<file path="config.mk">
export PLATFORM = sky130hd
export DESIGN_NAME = clkrt_top
export DESIGN_NICKNAME = d
export VERILOG_FILES = /design/src/rtl/clkrt_pkg.sv /design/src/rtl/clkrt_chan.sv /design/src/rtl/clkrt_post.sv /design/src/rtl/clkrt_pwr.sv /design/src/rtl/clkrt_top.sv
export SDC_FILE = /design/constraint.sdc
export NUM_CORES = 1
export LEC_CHECK = 0
export ABC_AREA = 1
export CAP_MARGIN = 15
export CORE_MARGIN = 8
export CORE_UTILIZATION = 58
export CTS_BUF_LIST = sky130_fd_sc_hd__clkbuf_2 sky130_fd_sc_hd__clkbuf_4 sky130_fd_sc_hd__clkbuf_8
export DETAILED_ROUTE_END_ITERATION = 10
export PLACE_DENSITY = 0.89
export SYNTH_ARGS = -nofsm -noshare
export SYNTH_HDL_FRONTEND = slang
export SYNTH_SLANG_ARGS = --single-unit
export TNS_END_PERCENT = 5
</file>
<file path="constraint.sdc">
create_clock -name clk -period 4.45 [get_ports clk]
set_clock_uncertainty 0.1 [all_clocks]
set_input_delay 0.89 -clock clk [delete_from_list [all_inputs] [get_ports clk]]
set_output_delay 0.89 -clock clk [all_outputs]
set_load 0.005 [all_outputs]
</file>
<file path="src/rtl/clkrt_pkg.sv">
package clkrt_pkg;
    localparam int NUM_SRC = 4;
    localparam int NUM_PLL = 3;
    localparam int SEL_W   = 2;

    typedef enum logic [SEL_W-1:0] {
        SRC_REF  = 2'd0,
        SRC_PLL1 = 2'd1,
        SRC_PLL2 = 2'd2,
        SRC_PLL3 = 2'd3
    } src_sel_e;

    typedef enum logic [1:0] {
        POST_DIV2  = 2'd0,
        POST_DIV3  = 2'd1,
        POST_DIV4  = 2'd2,
        POST_DIV4B = 2'd3
    } post_sel_e;
endpackage

</file>
<file path="src/rtl/clkrt_chan.sv">
module clkrt_chan #(
    parameter int DIV_W = 7
) (
    input  logic             clk,
    input  logic             rst_n,
    input  logic             tick,
    input  logic             run,
    input  logic             stop,
    input  logic [DIV_W-1:0] div,
    output logic             level
);
    typedef struct packed {
        logic [DIV_W-1:0] cnt;
        logic             tog;
    } chan_st_t;

    chan_st_t         st_d, st_q;
    logic [DIV_W-1:0] limit;

    always_comb begin
        st_d  = st_q;
        limit = (div == '0) ? '0 : div - DIV_W'(1);
        if (stop) begin
            st_d = '0;
        end else if (run && tick) begin
            if (st_q.cnt >= limit) begin
                st_d.cnt = '0;
                st_d.tog = ~st_q.tog;
            end else begin
                st_d.cnt = st_q.cnt + DIV_W'(1);
            end
        end
    end

    always_ff @(posedge clk or negedge rst_n) begin
        if (!rst_n) st_q <= '0;
        else        st_q <= st_d;
    end

    assign level = st_q.tog;


    stop_clears_chk: assert property (@(posedge clk) disable iff (!rst_n)
        stop |=> (level == 1'b0));


    halt_holds_chk: assert property (@(posedge clk) disable iff (!rst_n)
        (!stop && !run) |=> $stable(level));
endmodule

</file>
<file path="src/rtl/clkrt_post.sv">
module clkrt_post
    import clkrt_pkg::*;
(
    input  logic       clk,
    input  logic       rst_n,
    input  logic       tick,
    input  logic       run,
    input  logic       stop,
    input  logic [1:0] sel,
    output logic       level
);
    typedef struct packed {
        logic [1:0] cnt;
    } post_st_t;

    post_st_t   st_d, st_q;
    logic [1:0] last;
    logic [2:0] half;

    always_comb begin
        case (post_sel_e'(sel))
            POST_DIV2: begin last = 2'd1; half = 3'd1; end
            POST_DIV3: begin last = 2'd2; half = 3'd1; end
            default:   begin last = 2'd3; half = 3'd2; end
        endcase
        st_d = st_q;
        if (stop) begin
            st_d = '0;
        end else if (run && tick) begin
            st_d.cnt = (st_q.cnt >= last) ? 2'd0 : st_q.cnt + 2'd1;
        end
    end

    always_ff @(posedge clk or negedge rst_n) begin
        if (!rst_n) st_q <= '0;
        else        st_q <= st_d;
    end

    assign level = ({1'b0, st_q.cnt} < half);


    post_wrap_chk: assert property (@(posedge clk) disable iff (!rst_n)
        (run && tick && !stop && st_q.cnt == last) |=> (st_q.cnt == 2'd0));


    post_stop_chk: assert property (@(posedge clk) disable iff (!rst_n)
        stop |=> (level == 1'b1));
endmodule

</file>
<file path="src/rtl/clkrt_pwr.sv">
module clkrt_pwr
    import clkrt_pkg::*;
#(
    parameter int NUM_OUT = 4,
    localparam int NOUT_ALL = NUM_OUT + 2
) (
    input  logic                     clk,
    input  logic                     rst_n,
    input  logic                     oe_sd,
    input  logic                     susp_n,
    input  logic                     cfg_full_stop,
    input  logic [SEL_W*NUM_OUT-1:0] cfg_sel,
    input  logic [NUM_PLL-1:0]       cfg_susp_pll,
    input  logic [NOUT_ALL-1:0]      cfg_susp_out,
    input  logic [NUM_PLL-1:0]       pll_lock,
    output logic                     full_stop,
    output logic [NUM_PLL-1:0]       pll_en,
    output logic                     osc_en,
    output logic [NOUT_ALL-1:0]      out_oe,
    output logic                     cfg_err
);
    typedef struct packed {
        logic [NUM_PLL-1:0] pend;
    } pwr_st_t;

    pwr_st_t             st_d, st_q;
    logic [NUM_SRC-1:0]  susp_src, pend_src;
    logic [NOUT_ALL-1:0] need, pend_use, off;

    assign full_stop = !oe_sd && cfg_full_stop;
    assign osc_en    = !full_stop;
    assign pll_en    = {NUM_PLL{!full_stop}} & ~({NUM_PLL{!susp_n}} & cfg_susp_pll);
    assign susp_src  = {cfg_susp_pll, 1'b0};
    assign pend_src  = {st_q.pend, 1'b0};

    for (genvar k = 0; k < NUM_OUT; k++) begin : g_route
        assign need[k]     = susp_src[cfg_sel[SEL_W*k +: SEL_W]];
        assign pend_use[k] = pend_src[cfg_sel[SEL_W*k +: SEL_W]];
    end
    assign need[NUM_OUT]       = cfg_susp_pll[0];
    assign pend_use[NUM_OUT]   = st_q.pend[0];
    assign need[NUM_OUT+1]     = 1'b0;
    assign pend_use[NUM_OUT+1] = 1'b0;

    assign off     = {NOUT_ALL{!susp_n}} & (cfg_susp_out | need);
    assign out_oe  = {NOUT_ALL{oe_sd}} & ~off & ~pend_use;
    assign cfg_err = |(need & ~cfg_susp_out);

    always_comb begin
        st_d = st_q;
        if (full_stop) st_d.pend = '1;
        else           st_d.pend = st_q.pend & ~pll_lock;
    end

    always_ff @(posedge clk or negedge rst_n) begin
        if (!rst_n) st_q <= '0;
        else        st_q <= st_d;
    end


    relock_arm_chk: assert property (@(posedge clk) disable iff (!rst_n)
        full_stop |=> (st_q.pend == {NUM_PLL{1'b1}}));


    oe_gate_chk: assert property (@(posedge clk) disable iff (!rst_n)
        !oe_sd |-> (out_oe == '0));


    post_dep_chk: assert property (@(posedge clk) disable iff (!rst_n)
        (!susp_n && cfg_susp_pll[0]) |-> !out_oe[NUM_OUT]);
endmodule

</file>
<file path="src/rtl/clkrt_top.sv">
module clkrt_top
    import clkrt_pkg::*;
#(
    parameter int NUM_OUT = 4,
    parameter int DIV_W   = 7,
    localparam int NOUT_ALL = NUM_OUT + 2
) (
    input  logic                     clk,
    input  logic                     rst_n,
    input  logic [NUM_SRC-1:0]       src_tick,
    input  logic [NUM_PLL-1:0]       pll_lock,
    input  logic                     oe_sd,
    input  logic                     susp_n,
    input  logic                     cfg_full_stop,
    input  logic [SEL_W*NUM_OUT-1:0] cfg_sel,
    input  logic [DIV_W*NUM_OUT-1:0] cfg_div,
    input  logic [1:0]               cfg_post_sel,
    input  logic [NUM_PLL-1:0]       cfg_susp_pll,
    input  logic [NOUT_ALL-1:0]      cfg_susp_out,
    output logic [NUM_OUT-1:0]       clk_out,
    output logic [NUM_OUT-1:0]       clk_oe,
    output logic                     post_out,
    output logic                     post_oe,
    output logic                     ref_out,
    output logic                     ref_oe,
    output logic [NUM_PLL-1:0]       pll_en,
    output logic                     osc_en,
    output logic                     cfg_err
);
    logic                full_stop;
    logic [NOUT_ALL-1:0] out_oe;
    logic [NUM_SRC-1:0]  live_src;

    clkrt_pwr #(.NUM_OUT(NUM_OUT)) u_pwr (
        .clk          (clk),
        .rst_n        (rst_n),
        .oe_sd        (oe_sd),
        .susp_n       (susp_n),
        .cfg_full_stop(cfg_full_stop),
        .cfg_sel      (cfg_sel),
        .cfg_susp_pll (cfg_susp_pll),
        .cfg_susp_out (cfg_susp_out),
        .pll_lock     (pll_lock),
        .full_stop    (full_stop),
        .pll_en       (pll_en),
        .osc_en       (osc_en),
        .out_oe       (out_oe),
        .cfg_err      (cfg_err)
    );

    assign live_src = {pll_en, osc_en};

    for (genvar k = 0; k < NUM_OUT; k++) begin : g_chan
        logic [SEL_W-1:0] sel_k;
        assign sel_k = cfg_sel[SEL_W*k +: SEL_W];
        clkrt_chan #(.DIV_W(DIV_W)) u_chan (
            .clk  (clk),
            .rst_n(rst_n),
            .tick (src_tick[sel_k]),
            .run  (live_src[sel_k]),
            .stop (full_stop),
            .div  (cfg_div[DIV_W*k +: DIV_W]),
            .level(clk_out[k])
        );
    end

    clkrt_post u_post (
        .clk  (clk),
        .rst_n(rst_n),
        .tick (src_tick[1]),
        .run  (pll_en[0]),
        .stop (full_stop),
        .sel  (cfg_post_sel),
        .level(post_out)
    );

    assign ref_out = src_tick[0] && osc_en;
    assign clk_oe  = out_oe[NUM_OUT-1:0];
    assign post_oe = out_oe[NUM_OUT];
    assign ref_oe  = out_oe[NUM_OUT+1];


    ref_gate_chk: assert property (@(posedge clk) disable iff (!rst_n)
        !osc_en |-> !ref_out);


    stop_pll_chk: assert property (@(posedge clk) disable iff (!rst_n)
        (!oe_sd && cfg_full_stop) |=> (clk_out == '0));
endmodule

</file>
# Word level (Yosys, flattened, before mapping)
# Index checks and enable logic that the tools add are counted.
# totals
memories	0
ramBits	0
word_cells	135
latchBits	0
rom_bits	0
output_inout_bits	17
ff_bits	37
inputBits	59
# classes
n_eq_ne	1
n_div	0
add_sub_neg	9
reduce_logical	30
multipliers	0
shift	0
muxes	58
order_cmp	10
n_bitwise	17
# op_table
operator	n
2-to-1 mux 8 bit	8
2-to-1 mux 7 bit	8
binary-select mux 1 bit (select 2 bit)	16
adder 7 x 1 -> 7 bit, second input constant	4
greater-or-equal comparator 7 bit	4
logical NOT 7 bit	4
subtractor 7 x 1 -> 7 bit, second input constant	4
2-to-1 mux 1 bit	20
bitwise AND 6 bit	3
nonzero test 2 bit	9
< comparator 2 x 3 -> 1 bit, second input constant	4
NOT 6 bit	2
bitwise AND 3 bit	3
2-to-1 mux 2 bit	4
AND reduction 2 bit	4
logical AND 1 bit	7
bitwise AND 5 x 6 -> 6 bit	1
NOT 3 bit	2
NOT 5 -> 6 bit	1
OR 6 x 5 -> 6 bit	1
OR reduction 6 bit	1
NOT 1 bit	4
one-hot mux 2 bit (2 select lines)	1
logical NOT 1 bit	3
7 further kinds	7

# Logic depth before layout (Yosys ltp)
# depth
ltp_word	9
mapped_depth	16
depth_no_buf	16

# Hierarchy
# From an unflattened synthesis, not the netlist that was laid out.
# unflattened
cells_unflattened	613
hier_area_um2	3888.7
# modules_own_cells
mod	cells_per_inst	seq_area_each_um2	area_per_inst_um2	instances
clkrt_chan	106	200.2	733.2	4
clkrt_pwr	89	75.1	475.5	1
clkrt_top	74	0.0	297.8	1
clkrt_post	26	50.0	182.7	1

# Worst setup path before layout
# OpenSTA, ideal clock, no wires.
# synth_path
path_kind	input-to-reg
startpoint	input cfg_div[0]
endpoint	register g_chan[0].u_chan.st_q[1] in the netlist's numbering
setup_time_ns	0.065
t_required_ns	4.285
path_buffers	0
path_slack_ns	1.695
stages	16
t_arrival_ns	2.590
cell_sequence	inv_1 -> ha_1 -> nand2_1 -> nor3_1 -> inv_1 -> nor2_1 -> inv_1 -> nand3_1 -> ha_1 -> a21oi_1 -> nand2_1 -> nand3_1 -> nand3_1 -> nor2_1 -> nand3_1 -> nand2_1
# synth_between
elab_chain_cells	6
elab_cells_between_ends	7
cone_classes	add/sub (1); order compare (1); mux (4); reduce/logical (1)
# synth_rtl
item	line	source
start: declaration	clkrt_top.sv:16	input logic [DIV_W*NUM_OUT-1:0] cfg_div,
subtractor 7 x 1 -> 7 bit / logical NOT 7 bit (equally long branches)	clkrt_chan.sv:22	limit = (div == '0) ? '0 : div - DIV_W'(1);
2-to-1 mux 7 bit (*)	clkrt_chan.sv:22	
greater-or-equal comparator 7 bit (*)	clkrt_chan.sv:26	if (st_q.cnt >= limit) begin
2-to-1 mux 7 bit (*)	clkrt_chan.sv:26	
2-to-1 mux 8 bit (*)	clkrt_chan.sv:25	end else if (run && tick) begin
2-to-1 mux 8 bit (*)	clkrt_chan.sv:23	if (stop) begin
end signal: assignment	clkrt_chan.sv:37	else st_q <= st_d;
end: declaration	clkrt_chan.sv:17	chan_st_t st_d, st_q;
# Mark *: on every way between the ends. The rest lies on a longest branch, timed or not. The select of a mux whose other input is x is not followed.
# A chain may end at the register's enable or synchronous reset.

# Worst setup path after layout
# layout_path
startpoint	input cfg_sel[0]
endpoint	output clk_oe[0]
# layout_between
elab_chain_cells	7
elab_cells_between_ends	10
cone_classes	mux (4); bitwise (6)
# layout_rtl
item	line	source
start: declaration	clkrt_top.sv:15	input logic [SEL_W*NUM_OUT-1:0] cfg_sel,
binary-select mux 1 bit (select 2 bit)	clkrt_pwr.sv:37	assign need[k] = susp_src[cfg_sel[SEL_W*k +: SEL_W]];
2-to-1 mux 1 bit (not written as such)	clkrt_pwr.sv:37	
OR 6 x 5 -> 6 bit	clkrt_pwr.sv:45	assign off = {NOUT_ALL{!susp_n}} & (cfg_susp_out | need);
bitwise AND 6 bit	clkrt_pwr.sv:45	
NOT 6 bit	clkrt_pwr.sv:46	assign out_oe = {NOUT_ALL{oe_sd}} & ~off & ~pend_use;
bitwise AND 6 bit	clkrt_pwr.sv:46	
bitwise AND 6 bit (*)	clkrt_pwr.sv:46	
end: declaration	clkrt_top.sv:21	output logic [NUM_OUT-1:0] clk_oe,
# Marks and branches as above.

==> results.txt <==
Clock-pin slew was measured on the worst setup and hold paths at ~0.070 ns. The die covers just over 9000 um2. Sorting the synthesized cells by how often they occur yields sky130_fd_sc_hd__nand2_1, sky130_fd_sc_hd__inv_1, sky130_fd_sc_hd__nor2_1. The worst setup path is of the in -> out kind.

The leakage power is between 2 and 3 nW. The final sum of negative setup slack came out at 0 ns. Setup repair after global routing left no endpoint under its margin.

The clock net sink count came out at 37. The die is 96.7 um wide. The aggregate global-route resource usage came out at 0.210.

The count of nets left with antenna violations once routing finished came out at 0. STA classifies the critical path endpoint as a primary output. The critical path arrival is 3.00 ns.

The number of flip-flops and latches in the synthesized netlist is 37. STA classifies the critical path startpoint as a primary input. The via count of the first global-routing pass came out at 3984.

No sink is reached through more buffers than the 2 on the longest clock path. The flow ran to the end, and the final reports show no timing, DRC or antenna violations. Of the post-synthesis cell area, the dominant cell type holds 0.245. TritonCTS built the clock tree. By area the synthesized netlist is led by sky130_fd_sc_hd__dfrtp_1, sky130_fd_sc_hd__nand2_1, sky130_fd_sc_hd__ha_1.

sky130_fd_sc_hd__dfrtp_1 takes more of the synthesized area than any other cell. The number of placement rows is 29. In this run the mean area of a mapped cell was approximately 6.6 um2. The detailed placement HPWL is 8210 um. The count of hold-fix buffers inserted at cts is 0.

The core region area is approximately 6300 um2. Counting flops with an async set or reset pin after synthesis yields a share of 1.00. The final count of pins violating max slew was 0. The detailed router finished its first iteration with 220 violations. The synthesized instance count came out at about 570. The iteration count of the initial detailed-routing pass came out at 5. The share of layout cells above drive strength 1 is 0.0618. The number of violations of the max-capacitance limit came out at 0. The clock buffer count from CTS came out at 5. The cell area after synthesis came out at about 3800 um2. The CTS root buffer is sky130_fd_sc_hd__clkbuf_8.

The sequential element share of the synthesized area came out at 0.245. Entering global routing, the biggest net connects 38 pins. The initial cell density of the core came out at 0.598. The number of remaining DRC errors came out at 0. The count of antenna diodes in the layout is 0. The synthesized design contains 0 enable-type register cells. Among all cell types in the netlist, the one instantiated most often is sky130_fd_sc_hd__nand2_1. The initial antenna violation count is 0.

The later pin in the worst-skew pair is clocked with a latency of between 0.2 and 0.3 ns. The worst slew margin relative to its limit came out at 0.429. For the worst setup path, the data required time is 3.46 ns.

The flip-flop cell with the highest count after synthesis is sky130_fd_sc_hd__dfrtp_1. For the pin with the worst max-slew slack, the measured transition is 0.857 ns. Dividing the final minimum period by the clock period gives 0.896. The detailed-route wire length per cell came out at approximately 14 um. The placer's final routability congestion estimate came out at a little under 1. The number of input and output port buffers inserted came out at 75. The post-cts repair resize count is 0. The overall die height is roughly 97 um. The number of nets in the synthesized netlist is between 600 and 700.

The remaining global-route overflow is 0. The largest vdd supply drop came out at roughly 0.21 mV. The boundary pin count came out at 76. The net count reported at finish is ~750. Summed over all layers, the routed wires come to 9950 um. The count of different cell masters after synthesis is 31.

The count of final setup violators came out at 0. Counting I/O delays and the setup requirement, the final critical path takes approximately 4 ns. The area growth from synthesis to layout is 22.8%.

The global-route wire length before repair came out at about 17000 um. In this run the post-CTS setup repair buffer count came out at 0. The largest driver fanout on the critical path is 9. After detailed routing, the number of vias per cell comes to 5.47. The number of levels the H-tree was split into is 2. The vias after detailed routing came out at slightly below 4000. The count of final hold-check violations was 0. The power consumption is between 1 and 1.5 mW. Yosys printed 0 warnings. The kind of path behind the tightest hold check is reg -> reg. The ratio of total power to cell area came out at 268 nW/um2. The maximum achievable frequency is around 250 MHz.
metal layers:
| metal | share of wire | routed length [um] | track usage |
|---|---|---|---|
| met3 | 0.064 | 632 | 0.0477 |
| met2 | 0.52 | 5140 | 0.390 |
| met4 | 0.025 | 251 | 0.0828 |
| met1 | 0.39 | 3930 | 0.222 |
| met5 | 0 | 0 | 0 |
cells in the final DEF (no fill, tap or decap), types with 3 or more instances in the layout:
cell type,count
sky130_fd_sc_hd__nand3_1,66
sky130_fd_sc_hd__a21oi_1,23
sky130_fd_sc_hd__nand2_2,3
sky130_fd_sc_hd__xor2_1,17
sky130_fd_sc_hd__xnor2_1,4
sky130_fd_sc_hd__clkbuf_8,5
sky130_fd_sc_hd__nor3_1,8
sky130_fd_sc_hd__or2_2,10
sky130_fd_sc_hd__nand4_1,10
sky130_fd_sc_hd__nand3_2,6
sky130_fd_sc_hd__clkdlybuf4s50_1,74
sky130_fd_sc_hd__dfrtp_1,37
sky130_fd_sc_hd__inv_2,6
sky130_fd_sc_hd__nor2_1,67
sky130_fd_sc_hd__nand2_1,147
sky130_fd_sc_hd__ha_1,39
sky130_fd_sc_hd__o21ai_0,26
sky130_fd_sc_hd__a21o_1,6
sky130_fd_sc_hd__nand3b_1,5
sky130_fd_sc_hd__inv_1,69
sequential cells by signal, summed over array words and instances, names as in the netlist:
register and count:
u_pwr.st_q 3, g_chan.u_chan.level 4, u_post.st_q 2, g_chan.u_chan.st_q 28
final cells by class:
cell class | count | area, um2
sequential | 37 | 926
multi-input combinational | 451 | 2490
tap | 77 | 96.3
clock buffer | 5 | 68.8
inverter | 76 | 288
clock inverter | 1 | 5.00
fill | 519 | 1670
timing repair buffer | 77 | 761
logic make-up after synthesis:
| logic type | synth area share |
|---|---|
| XOR/XNOR | 0.0487 |
| adder cells (fa/ha/maj) | 0.129 |
| AND/OR/NAND/NOR | 0.391 |
| buffers and inverters | 0.0944 |
| AO/OA/AOI/OAI | 0.0914 |
| flip-flops | 0.245 |
stage by stage:
stage          worst slack [ns]  hold WS (ns)  area (um2)   util  std cells
3_3_place_gp              0.691         0.396        4570  0.723        718
5_1_grt                   0.335         0.433        4640  0.735        724
3_5_place_dp              0.493         0.405        4570  0.723        718
2_1_floorplan              1.70         0.364        3780      -        574
6_report                  0.462         0.424        4640  0.735        724
4_1_cts                   0.471         0.426        4640  0.735        724
final timing paths:
kind                                          startpoint                        to  slack, ns  cells after the start
max in group asynchronous                          rst_n  g_chan[2].u_chan.st_q[7]       3.11                      1
worst min register to register    g_chan[2].u_chan.level    g_chan[2].u_chan.level       0.42                      2
worst min-delay path              g_chan[2].u_chan.level    g_chan[2].u_chan.level       0.42                      2
worst max register to register  g_chan[1].u_chan.st_q[7]  g_chan[1].u_chan.st_q[3]       2.58                      7
worst max-delay path                          cfg_sel[0]                 clk_oe[0]       0.46                      8
min in group asynchronous                          rst_n  g_chan[3].u_chan.st_q[7]       0.60                      1
worst max-delay path: stages:
cell and delay [ns]:
sky130_fd_sc_hd__clkdlybuf4s50_1 0.62, sky130_fd_sc_hd__inv_1 0.12, sky130_fd_sc_hd__nor2_1 0.11, sky130_fd_sc_hd__o21ai_0 0.13, sky130_fd_sc_hd__o21ai_0 0.24, sky130_fd_sc_hd__nand2_1 0.09
sky130_fd_sc_hd__nor3_1 0.22, sky130_fd_sc_hd__clkdlybuf4s50_1 0.58
where the power goes:
group / internal [mW] / leakage, nW / switching (mW)
Sequential: 0.404 / 0.491 / 0.0821
Clock: 0.103 / 0.0399 / 0.118
Combinational: 0.256 / 1.98 / 0.281
Power figures use the tool's default switching activity.
